$ cat src/rtl/cru_pkg.sv
package cru_pkg;

    localparam int WD_BITS = 2;
    localparam int BP_BITS = 3;

    localparam logic [7:0] BYTE_ARM_WE  = 8'h02;
    localparam logic [7:0] BYTE_ARM_RWE = 8'h06;

    typedef struct packed {
        logic [WD_BITS-1:0] wd;
        logic [BP_BITS-1:0] bp;
    } cfg_t;

    typedef enum logic [1:0] {
        ACT_NONE,
        ACT_SET_WE,
        ACT_SET_RWE,
        ACT_COMMIT
    } act_t;

    // Map a committed byte onto the configuration fields.
    function automatic cfg_t cfg_from_byte(input logic [7:0] b);
        cfg_t c;
        c.wd = b[6:5];
        c.bp = {b[4], b[3], b[0]};
        return c;
    endfunction

    // Decide what a lone write byte does given the current latches.
    function automatic act_t decode_byte(input logic [7:0] b,
                                         input logic we,
                                         input logic rwe);
        act_t a;
        a = ACT_NONE;
        if (rwe && !b[7] && b[1]) begin
            a = b[2] ? ACT_NONE : ACT_COMMIT;
        end else if (b == BYTE_ARM_WE) begin
            a = ACT_SET_WE;
        end else if (b == BYTE_ARM_RWE && we) begin
            a = ACT_SET_RWE;
        end
        return a;
    endfunction

endpackage

$ cat src/rtl/cru_txn_tracker.sv
module cru_txn_tracker (
    input  logic       clk,
    input  logic       rst,
    input  logic       start_i,
    input  logic       stop_i,
    input  logic       rd_i,
    input  logic       byte_valid_i,
    input  logic [7:0] byte_i,
    input  logic       busy_i,
    input  logic       hwlock_i,
    output logic       ack_valid_o,
    output logic       ack_o,
    output logic       apply_o,
    output logic [7:0] apply_byte_o,
    output logic       lock_hit_o
);

    logic       in_wr;
    logic       have_byte;
    logic       aborted;
    logic [7:0] held;

    always_ff @(posedge clk) begin
        if (rst) begin
            in_wr       <= 1'b0;
            have_byte   <= 1'b0;
            aborted     <= 1'b0;
            held        <= '0;
            ack_valid_o <= 1'b0;
            ack_o       <= 1'b0;
        end else begin
            ack_valid_o <= 1'b0;
            ack_o       <= 1'b0;
            if (start_i) begin
                in_wr     <= !rd_i && !busy_i;
                have_byte <= 1'b0;
                aborted   <= 1'b0;
            end else if (stop_i) begin
                in_wr     <= 1'b0;
                have_byte <= 1'b0;
                aborted   <= 1'b0;
            end
            if (byte_valid_i) begin
                if (busy_i) begin
                    ack_valid_o <= 1'b1;
                end else if (in_wr) begin
                    ack_valid_o <= 1'b1;
                    if (hwlock_i) begin
                        ack_o <= 1'b0;
                    end else if (!have_byte) begin
                        ack_o     <= 1'b1;
                        have_byte <= 1'b1;
                        held      <= byte_i;
                    end else begin
                        ack_o   <= 1'b0;
                        aborted <= 1'b1;
                    end
                end
            end
        end
    end

    assign apply_o      = stop_i && in_wr && have_byte && !aborted && !busy_i && !hwlock_i;
    assign apply_byte_o = held;
    assign lock_hit_o   = byte_valid_i && in_wr && !busy_i && hwlock_i;

endmodule

$ cat src/rtl/cru_latches.sv
module cru_latches
    import cru_pkg::*;
#(
    parameter cfg_t RST_CFG = '0
) (
    input  logic       clk,
    input  logic       rst,
    input  logic       apply_i,
    input  logic [7:0] apply_byte_i,
    input  logic       lock_hit_i,
    output logic       wel_o,
    output logic       rwel_o,
    output cfg_t       cfg_o,
    output logic       commit_o
);

    act_t act;

    always_comb begin
        act      = decode_byte(apply_byte_i, wel_o, rwel_o);
        commit_o = apply_i && (act == ACT_COMMIT);
    end

    always_ff @(posedge clk) begin
        if (rst) begin
            wel_o  <= 1'b0;
            rwel_o <= 1'b0;
            cfg_o  <= RST_CFG;
        end else if (lock_hit_i) begin
            wel_o  <= 1'b0;
            rwel_o <= 1'b0;
        end else if (apply_i) begin
            unique case (act)
                ACT_SET_WE:  wel_o <= 1'b1;
                ACT_SET_RWE: begin
                    wel_o  <= 1'b1;
                    rwel_o <= 1'b1;
                end
                ACT_COMMIT: begin
                    cfg_o  <= cfg_from_byte(apply_byte_i);
                    wel_o  <= 1'b0;
                    rwel_o <= 1'b0;
                end
                default: ;
            endcase
        end
    end

endmodule

$ cat src/rtl/cru_busy_timer.sv
module cru_busy_timer #(
    parameter int BUSY_CYCLES = 16
) (
    input  logic clk,
    input  logic rst,
    input  logic start_i,
    output logic busy_o
);

    localparam int CW = $clog2(BUSY_CYCLES + 1);

    logic [CW-1:0] cnt;

    always_ff @(posedge clk) begin
        if (rst) begin
            cnt <= '0;
        end else if (start_i) begin
            cnt <= CW'(BUSY_CYCLES);
        end else if (cnt != '0) begin
            cnt <= cnt - 1'b1;
        end
    end

    assign busy_o = (cnt != '0);

endmodule

$ cat src/rtl/cru_unlock_seq.sv
module cru_unlock_seq
    import cru_pkg::*;
#(
    parameter int                 BUSY_CYCLES = 16,
    parameter logic [WD_BITS-1:0] RST_WD      = '0,
    parameter logic [BP_BITS-1:0] RST_BP      = '0
) (
    input  logic               clk,
    input  logic               rst,
    input  logic               txn_start_i,
    input  logic               txn_stop_i,
    input  logic               txn_read_i,
    input  logic               byte_valid_i,
    input  logic [7:0]         byte_i,
    input  logic               wp_n_i,
    input  logic               wp_lock_en_i,
    output logic               ack_valid_o,
    output logic               ack_o,
    output logic               busy_o,
    output logic               wel_o,
    output logic               rwel_o,
    output logic [WD_BITS-1:0] wd_sel_o,
    output logic [BP_BITS-1:0] bp_o
);

    localparam cfg_t RST_CFG = '{wd: RST_WD, bp: RST_BP};

    logic       hwlock;
    logic       apply;
    logic [7:0] apply_byte;
    logic       lock_hit;
    logic       commit;
    cfg_t       cfg;

    assign hwlock = !wp_n_i && wp_lock_en_i;

    cru_txn_tracker u_trk (
        .clk          (clk),
        .rst          (rst),
        .start_i      (txn_start_i),
        .stop_i       (txn_stop_i),
        .rd_i         (txn_read_i),
        .byte_valid_i (byte_valid_i),
        .byte_i       (byte_i),
        .busy_i       (busy_o),
        .hwlock_i     (hwlock),
        .ack_valid_o  (ack_valid_o),
        .ack_o        (ack_o),
        .apply_o      (apply),
        .apply_byte_o (apply_byte),
        .lock_hit_o   (lock_hit)
    );

    cru_latches #(.RST_CFG(RST_CFG)) u_lat (
        .clk          (clk),
        .rst          (rst),
        .apply_i      (apply),
        .apply_byte_i (apply_byte),
        .lock_hit_i   (lock_hit),
        .wel_o        (wel_o),
        .rwel_o       (rwel_o),
        .cfg_o        (cfg),
        .commit_o     (commit)
    );

    cru_busy_timer #(.BUSY_CYCLES(BUSY_CYCLES)) u_tmr (
        .clk     (clk),
        .rst     (rst),
        .start_i (commit),
        .busy_o  (busy_o)
    );

    assign wd_sel_o = cfg.wd;
    assign bp_o     = cfg.bp;

endmodule

$ cat config.mk
export PLATFORM = sky130hd
export DESIGN_NAME = cru_unlock_seq
export DESIGN_NICKNAME = d
export VERILOG_FILES = /design/src/rtl/cru_pkg.sv /design/src/rtl/cru_txn_tracker.sv /design/src/rtl/cru_latches.sv /design/src/rtl/cru_busy_timer.sv /design/src/rtl/cru_unlock_seq.sv
export SDC_FILE = /design/constraint.sdc
export NUM_CORES = 1
export LEC_CHECK = 0
export BUFFER_PORTS_ARGS = -buffer_cell sky130_fd_sc_hd__buf_4
export CORE_ASPECT_RATIO = 0.8
export CORE_MARGIN = 2
export CORE_UTILIZATION = 25
export CTS_BUF_LIST = sky130_fd_sc_hd__clkbuf_16
export DETAILED_ROUTE_END_ITERATION = 8
export GPL_ROUTABILITY_DRIVEN = 0
export PLACE_DENSITY = 0.53
export REMOVE_ABC_BUFFERS = 1
export SYNTH_ARGS = -nofsm -noshare
export SYNTH_HDL_FRONTEND = slang
export SYNTH_SLANG_ARGS = --single-unit
$ cat constraint.sdc
create_clock -name clk -period 2 [get_ports clk]
set_input_delay 0.4 -clock clk [delete_from_list [all_inputs] [get_ports clk]]
set_output_delay 0.4 -clock clk [all_outputs]
set_load 0.03 [all_outputs]
# --- Yosys cells after proc, flatten, opt, wreduce, memory -nomap -nowiden ---
# Index checks and enable logic that the tools add are counted.
totals:
  register_bits: 25
  output_inout_bits: 10
op_classes:
  addsub: 1
  eq_ne: 5
  mux: 27
  bitwise: 6
  reduce_logical: 34
op_table:
  columns: ["op", "count"]
  rows:
  - ["1-bit 2-to-1 mux", 19]
  - ["1-bit logical AND", 14]
  - ["5-bit 2-to-1 mux", 2]
  - ["8-bit by 2-bit equality test with 1-bit output (second input constant)", 1]
  - ["8-bit by 3-bit equality test with 1-bit output (second input constant)", 1]
  - ["2-bit 2-to-1 mux", 4]
  - ["2-bit nonzero test", 4]
  - ["2-bit OR reduction", 4]
  - ["1-bit logical NOT", 6]
  - ["1-bit NOT", 6]
  - ["5-bit AND reduction", 1]
  - ["5-bit nonzero test", 1]
  - ["5-bit OR reduction", 1]
  - ["5-bit by 1-bit subtractor with 5-bit output (second input constant)", 1]
  - ["2-bit equality test (second input constant)", 2]
  - ["1-bit case mux with 2 select lines", 2]
  - ["2-bit AND reduction", 2]
  - ["3-bit AND reduction", 1]
  - ["2-bit by 1-bit equality test with 1-bit output (second input constant)", 1]

# --- Logic depth before layout (Yosys ltp) ---
# Gate-level depths: netlist (run 1).
depth:
  depth_word: 9
  depth_mapped: 7
  mapped_depth_nobuf: 7

# --- By module ---
# Synthesis (run 1) repeated with hierarchy kept, for this count alone.
unflattened:
  hier_cells: 116
  hier_area_um2: 1171.1
modules_own_cells:
  columns: ["mod", "instances", "cells_per_inst", "area_per_inst_um2", "seq_area_each_um2"]
  rows:
  - ["cru_txn_tracker", 1, 57, 570.5, 260.2]
  - ["cru_latches", 1, 34, 364.1, 140.1]
  - ["cru_busy_timer", 1, 24, 222.7, 100.1]
  - ["cru_unlock_seq", 1, 1, 13.8, 0.0]

# --- Worst setup path before layout (run 1) ---
# Ideal clock, no wire load.
synth_timing:
  path_type: "register to register"
  start: "reg u_tmr.cnt[0]"
  end: "reg u_trk.held[0] (netlist: u_trk.apply_byte_o[0])"
  t_arrival_ns: 1.610
  required_ns: 1.872
  slack_ns: 0.263
  stages_incl_launch_ff: 8
  period_less_slack_ns: 1.737
  cell_sequence: "dfxtp_1 -> inv_1 -> ha_1 -> or3b_4 -> nor4b_4 -> buf_6 -> mux2i_1 -> nor2_1"
synth_via:
  elab_chain_cells: 3
synth_rtl:
  columns: ["element", "line", "rtl"]
  rows:
  - ["start, declared", "cru_busy_timer.sv:12", "logic [CW-1:0] cnt;"]
  - ["start signal, assigned", "cru_busy_timer.sv:18", "cnt <= CW'(BUSY_CYCLES);"]
  - ["start signal, assigned", "cru_busy_timer.sv:20", "cnt <= cnt - 1'b1;"]
  - ["5-bit nonzero test", "cru_busy_timer.sv:24", "assign busy_o = (cnt != '0);"]
  - ["1-bit NOT (no source line)", null, null]
  - ["5-bit AND reduction (no source line)", null, null]
  - ["end signal, assigned", "cru_txn_tracker.sv:53", "held <= byte_i;"]
  - ["end, declared", "cru_txn_tracker.sv:21", "logic [7:0] held;"]
# No other way between the ends.
# A chain may end at the register's enable or synchronous reset.

# --- Final worst setup path (run 1) ---
layout_timing:
  start: "reg u_tmr.cnt[0]"
  end: "out busy_o"
layout_via:
  elab_chain_cells: 1
layout_rtl:
  columns: ["element", "line", "rtl"]
  rows:
  - ["5-bit nonzero test", "cru_busy_timer.sv:24", null]
  - ["end, declared", "cru_unlock_seq.sv:19", "output logic busy_o,"]
# No other way between the ends.

==> results of run 1 <==
[cell usage after synthesis (3+ instances only)]
master and number:
a21oi_1 7, clkbuf_1 4, dfxtp_1 25, inv_1 3, mux2i_1 8, nand4_1 5, nor2_1 18, nor3_1 6
o21ai_0 5, xnor2_1 3
[layout make-up]
type                    instances  area share [%]
multi-input cells              78            37.3
flip-flops and latches         25            35.5
repair buffers                 28            15.8
clock buffers                   3            5.32
well taps                      57            5.06
inverters                       3           0.799
clock inverters                 1           0.266
[worst max-delay path: stages, from the launching register on]
cell and delay, ps:
dfxtp_1 310, inv_1 100, ha_2 210, nor4b_4 230, inv_1 150, buf_4 190
[metrics by stage]
stage          total power [mW]  cells
4_1_cts                    1.51    195
2_1_floorplan             0.921    106
3_5_place_dp               1.04    190
5_1_grt                    1.59    195
6_report                   1.50    195
3_3_place_gp               1.02    190
[what timing repair did]
item	CTS	global route
cloned	0	0
gates resized for setup	0	1
setup endpoints to repair	1	8
hold buffers	0	0
pin swaps	0	1
buffers inserted	1	0
[power by group through the flow]
stage               clock, mW  sequential (mW)  combinational, mW
floorplan                   0            0.606              0.316
finish                  0.438            0.594              0.464
detailed placement          0            0.607              0.438
global placement            0            0.604              0.421
CTS                     0.448            0.595              0.465
global route            0.479            0.601              0.514
[per-layer routing]
| metal | share of wire, % | GRT usage (%) |
|---|---|---|
| met1 | 49 | 13.9 |
| met2 | 46 | 16.1 |
| met3 | 3.5 | 2.60 |
| met4 | 1.3 | 4.02 |
| met5 | 0 | 0 |
[logic make-up after synthesis]
| kind of cell | after synthesis | share of synthesized area (%) |
|---|---|---|
| buffers and inverters | 9 | 3.99 |
| multiplexers | 8 | 7.51 |
| flip-flops | 25 | 46.9 |
| AO/OA/AOI/OAI | 17 | 9.39 |
| XOR/XNOR | 3 | 2.47 |
| adder cells (fa/ha/maj) | 1 | 1.17 |
| AND/OR/NAND/NOR | 49 | 28.5 |
[final timing paths]
kind | endpoint | cells after the start | startpoint | slack, ps
worst max-delay path | busy_o | 5 | u_tmr.cnt[0] | 150
worst min-delay path | u_trk.apply_byte_o[7] | 3 | byte_i[7] | 380
worst max register to register | u_trk.apply_byte_o[1] | 7 | u_tmr.cnt[0] | 160
worst min register to register | u_lat.cfg_o[2] | 2 | u_lat.cfg_o[2] | 480
==> metrics.md, run 1 <==
| Metric | Value |
|---|---|
| Most used DFF post-synth | dfxtp_1 |
| Final Max Slew Viols | 0 |
| Worst-path clk slew | 60 ps |
| Sequential fraction of the synthesis area | 46.9% |
| Post-DP HPWL | 1700 um |
| CTS tree | done |
| Post-DP Area | 1320 um2 |
| Layout fillers | 456 |
| Die Span Y | 62.4 um |
| Core area | 4150 um2 |
| Detailed Route Iter0 Violations | 7 |
| GRT Total Usage | 10.4% |
| RSZ-0062 raised after global routing | false |
| Worst min-delay path class | in -> reg |
| Vias in the first global route | 891 |
| Fin Hold WS | 378 ps |
| Netlist cell types | 31 |
| Row Count | 21 |
| Final ANT Viol Nets | 0 |
| Post-synth top area cell | dfxtp_1 |
| Share of post-route cells with drive strength above 1 | 27.5% |
| Critical Path End Type | primary output |
| Total CTS buffers | 3 |
| Clock root buffer | clkbuf_16 |
| Largest net degree at the start of global routing | 26 |
| Most common cell after layout, fill and taps aside | buf_4 |
| Number of synthesized flops with an enable pin | 0 |
| Max Fclk | 541 MHz |
| Diodes inserted | 0 |
| Final Instance Area | 1410 um2 |
| Worst EP required | 1600 ps |
| Reg power frac | 39.7% |
| Final WS setup | 150 ps |
| Post-synthesis cell count | 112 |
| Die area | 4810 um2 |
| Endpoints failing setup | 0 |
| Post-placement setup slack | 98.2 ps |
| Sw Pwr | 452 uW |
| Clock share of power | 29.3% |
| Area Growth Syn to Fin | 32.3% |
| Worst slew margin | 75.4% |
| Clock buffer depth | 2 |
| Period utilization | 92.5% |
| Result of the run | complete, no violations |
| Chip width | 77.0 um |
| Fin Clk Skew | 1.32 ps |
| H-tree depth | 1 |
| Logic pwr share | 31.0% |
| Initial Utilization | 25.7% |
| Antenna violations before repair | 0 |
| Synthesized area per cell | 9.52 um2 |
| Top-Level Pins | 26 |
| Async SR Flop Fraction | 0% |
| Power density over the cells | 1060 nW/um2 |
| Grt ovf | 0 |
| Worst Max-Slew Pin Slew | 368 ps |
| Synth warnings | 0 |
| Max reg flops | 8 |
| Vias/cell | 4.59 |
| PortBufs | 25 |
| Vias | 896 |
| Util after Layout | 34.0% |
| Pre-Repair DR Iteration Count | 4 |
| Detailed-route DRC error count | 0 |
| Final WL | 2290 um |
| Net count reported at finish | 156 |
| Worst Path Arrival | 1450 ps |
| Critical path type | reg -> out |
| Max-Cap Viols | 0 |
| Area fraction of the dominant cell type after synthesis | 46.9% |
| Commonest non-fill, non-tap cells in the layout | buf_4, dfxtp_1, nor2_1 |
| Wirelength per Cell | 11.7 um |
| First-pass GRT wire length | 4080 um |
| Register area | 500 um2 |
| Top cells by area, synth | dfxtp_1, mux2i_1, nor2_1 |
| Tmin final | 1850 ps |
| Startpoint Class | flop |
| Multi-input logic area | 526 um2 |
| Cell internal pwr | 1.04 mW |
| Final hold vios | 0 |
| Peak supply drop | 0.320 mV |
| CP Max Fanout | 5 |
| Worst-Skew Late Latency | 260 ps |
| Pleak | 0.532 nW |
| Setup total negative slack | 0 ps |
| #FFs+latches synth | 25 |
| Clock Sinks | 25 |
| Net switching fraction of the power | 30.2% |
| Synth Cell Area | 1070 um2 |
(Power assumes the default switching activity.)
==> run 2: changes to the inputs <==
--- a/config.mk
+++ b/config.mk
@@ -6,7 +6,6 @@
 export NUM_CORES = 1
 export LEC_CHECK = 0
 export BUFFER_PORTS_ARGS = -buffer_cell sky130_fd_sc_hd__buf_4
-export CORE_ASPECT_RATIO = 0.8
 export CORE_MARGIN = 2
 export CORE_UTILIZATION = 25
 export CTS_BUF_LIST = sky130_fd_sc_hd__clkbuf_16
==> run 2 against run 1 <==
Net effect: clock power rose by 2%; hold slack got worse by 4.5 ps; utilization rose by 0.42 points; die area barely moved; critical path depth rose by 2; register-to-register slack got worse by 20 ps; worst setup slack got worse by 14 ps; largest power group unchanged; combinational power fell by 0.9%; total power rose by 0.48%.
==> metrics.md, run 2 (synthesized netlist as in run 1, its figures left out) <==
| Metric | Value |
|---|---|
| Chip width | 69.3 um |
| Most common cell after layout, fill and taps aside | buf_4 |
| Detailed-route DRC error count | 0 |
| CP Max Fanout | 10 |
| Worst Path Arrival | 2010 ps |
| Initial Utilization | 26.3% |
| Worst EP required | 2140 ps |
| Power density over the cells | 1080 nW/um2 |
| Worst-Skew Late Latency | 260 ps |
| Share of post-route cells with drive strength above 1 | 27.7% |
| Wirelength per Cell | 12.8 um |
| Clock buffer depth | 2 |
| Final WL | 2390 um |
| Critical path type | reg -> reg |
| Worst-path clk slew | 60 ps |
| Grt ovf | 0 |
| Pre-Repair DR Iteration Count | 4 |
| Core area | 4060 um2 |
| Die area | 4800 um2 |
| CTS tree | done |
| Vias | 872 |
| Total CTS buffers | 3 |
| Detailed Route Iter0 Violations | 18 |
| Period utilization | 93.2% |
| Peak supply drop | 0.574 mV |
| Post-DP HPWL | 1710 um |
| Post-DP Area | 1310 um2 |
| Fin Clk Skew | 4.76 ps |
| Final Instance Area | 1400 um2 |
| Max Fclk | 537 MHz |
| Area Growth Syn to Fin | 30.9% |
| Final Max Slew Viols | 0 |
| Antenna violations before repair | 0 |
| RSZ-0062 raised after global routing | false |
| PortBufs | 25 |
| Util after Layout | 34.4% |
| Diodes inserted | 0 |
| Critical Path End Type | flop |
| Finished Layout Cells | 187 |
| H-tree depth | 1 |
| Top-Level Pins | 26 |
| Worst Max-Slew Pin Slew | 423 ps |
| Final hold vios | 0 |
| Final ANT Viol Nets | 0 |
| Vias/cell | 4.66 |
| Max-Cap Viols | 0 |
| First-pass GRT wire length | 4010 um |
| Vias in the first global route | 891 |
| Clock root buffer | clkbuf_16 |
| Pleak | 0.526 nW |
| Die Span Y | 69.3 um |
| Worst min-delay path class | in -> reg |
| Largest net degree at the start of global routing | 26 |
| Result of the run | complete, no violations |
| Inst Count DP | 182 |
| Post-CTS Hold Buffers | 0 |
| Startpoint Class | flop |
| Row Count | 23 |
| Max reg flops | 8 |
| Commonest non-fill, non-tap cells in the layout | buf_4, dfxtp_1, nor2_1 |
| Tmin final | 1860 ps |
| Worst slew margin | 71.7% |
| Net count reported at finish | 155 |
| GRT Total Usage | 10.5% |
| Setup total negative slack | 0 ps |
| Clock Sinks | 25 |
| Endpoints failing setup | 0 |
==> run 2: cell count changes in the layout (fill, tap and decap cells not counted) <==
cell      before  now
buf_4         27   26
clkinv_2       0    1
inv_1          4    3
==> run 2: layer usage <==
layer / global-route usage, % / wire length [um] / vias to the layer above
met5: 0 / 0 / -
met3: 3.78 / 140 / 4
met1: 12.6 / 1160 / 398
met4: 5.88 / 57 / 0
met2: 16.3 / 1030 / 20
li1: - / - / 450
==> run 2: report_power, final <==
part | internal, mW | leakage [nW] | switching [mW]
sequential | 0.547 | 0.203 | 0.0494
clock | 0.270 | 0.0409 | 0.178
combinational | 0.233 | 0.283 | 0.227
==> run 2: critical path, cell delays in order (launching register included) <==
cell and delay (ps):
dfxtp_1 310, inv_1 90, ha_2 200, or3b_4 410, nor4b_4 310, buf_12 180, mux2i_1 180, nor2_1 60
==> run 2: timing repair <==
action / CTS / global route
endpoints found under the hold margin: 0 / 0
endpoints found under the setup margin: 1 / 1
cloned: 0 / 0
setup buffers: 1 / 0
resized for setup: 0 / 1
==> run 2: path summary, 6_finish.rpt <==
path                  start                    end  slack (ps)  cells after the start
min               byte_i[7]  u_trk.apply_byte_o[7]         370                      3
min reg2reg  u_lat.cfg_o[0]         u_lat.cfg_o[0]         480                      2
max reg2reg    u_tmr.cnt[0]  u_trk.apply_byte_o[4]         140                      7
max            u_tmr.cnt[0]  u_trk.apply_byte_o[4]         140                      7
==> run 2: metrics by stage <==
| step | worst slack [ps] | hold slack (ps) | power (mW) |
|---|---|---|---|
| finish | 137 | 373 | 1.50 |
| global route | 18.1 | 381 | 1.60 |
| CTS | 111 | 375 | 1.52 |
| detailed placement | 121 | 471 | 1.04 |
| global placement | 188 | 470 | 1.03 |
| floorplan | 47.7 | 448 | 0.921 |
==> run 2: cell type report <==
| cell class | instances | area [um2] |
|---|---|---|
| fill | 422 | 2660 |
| multi-input combinational | 78 | 526 |
| sequential | 25 | 500 |
| timing repair buffer | 27 | 215 |
| clock buffer | 3 | 75.1 |
| tap | 50 | 62.6 |
| inverter | 3 | 11.3 |
| clock inverter | 1 | 5.00 |
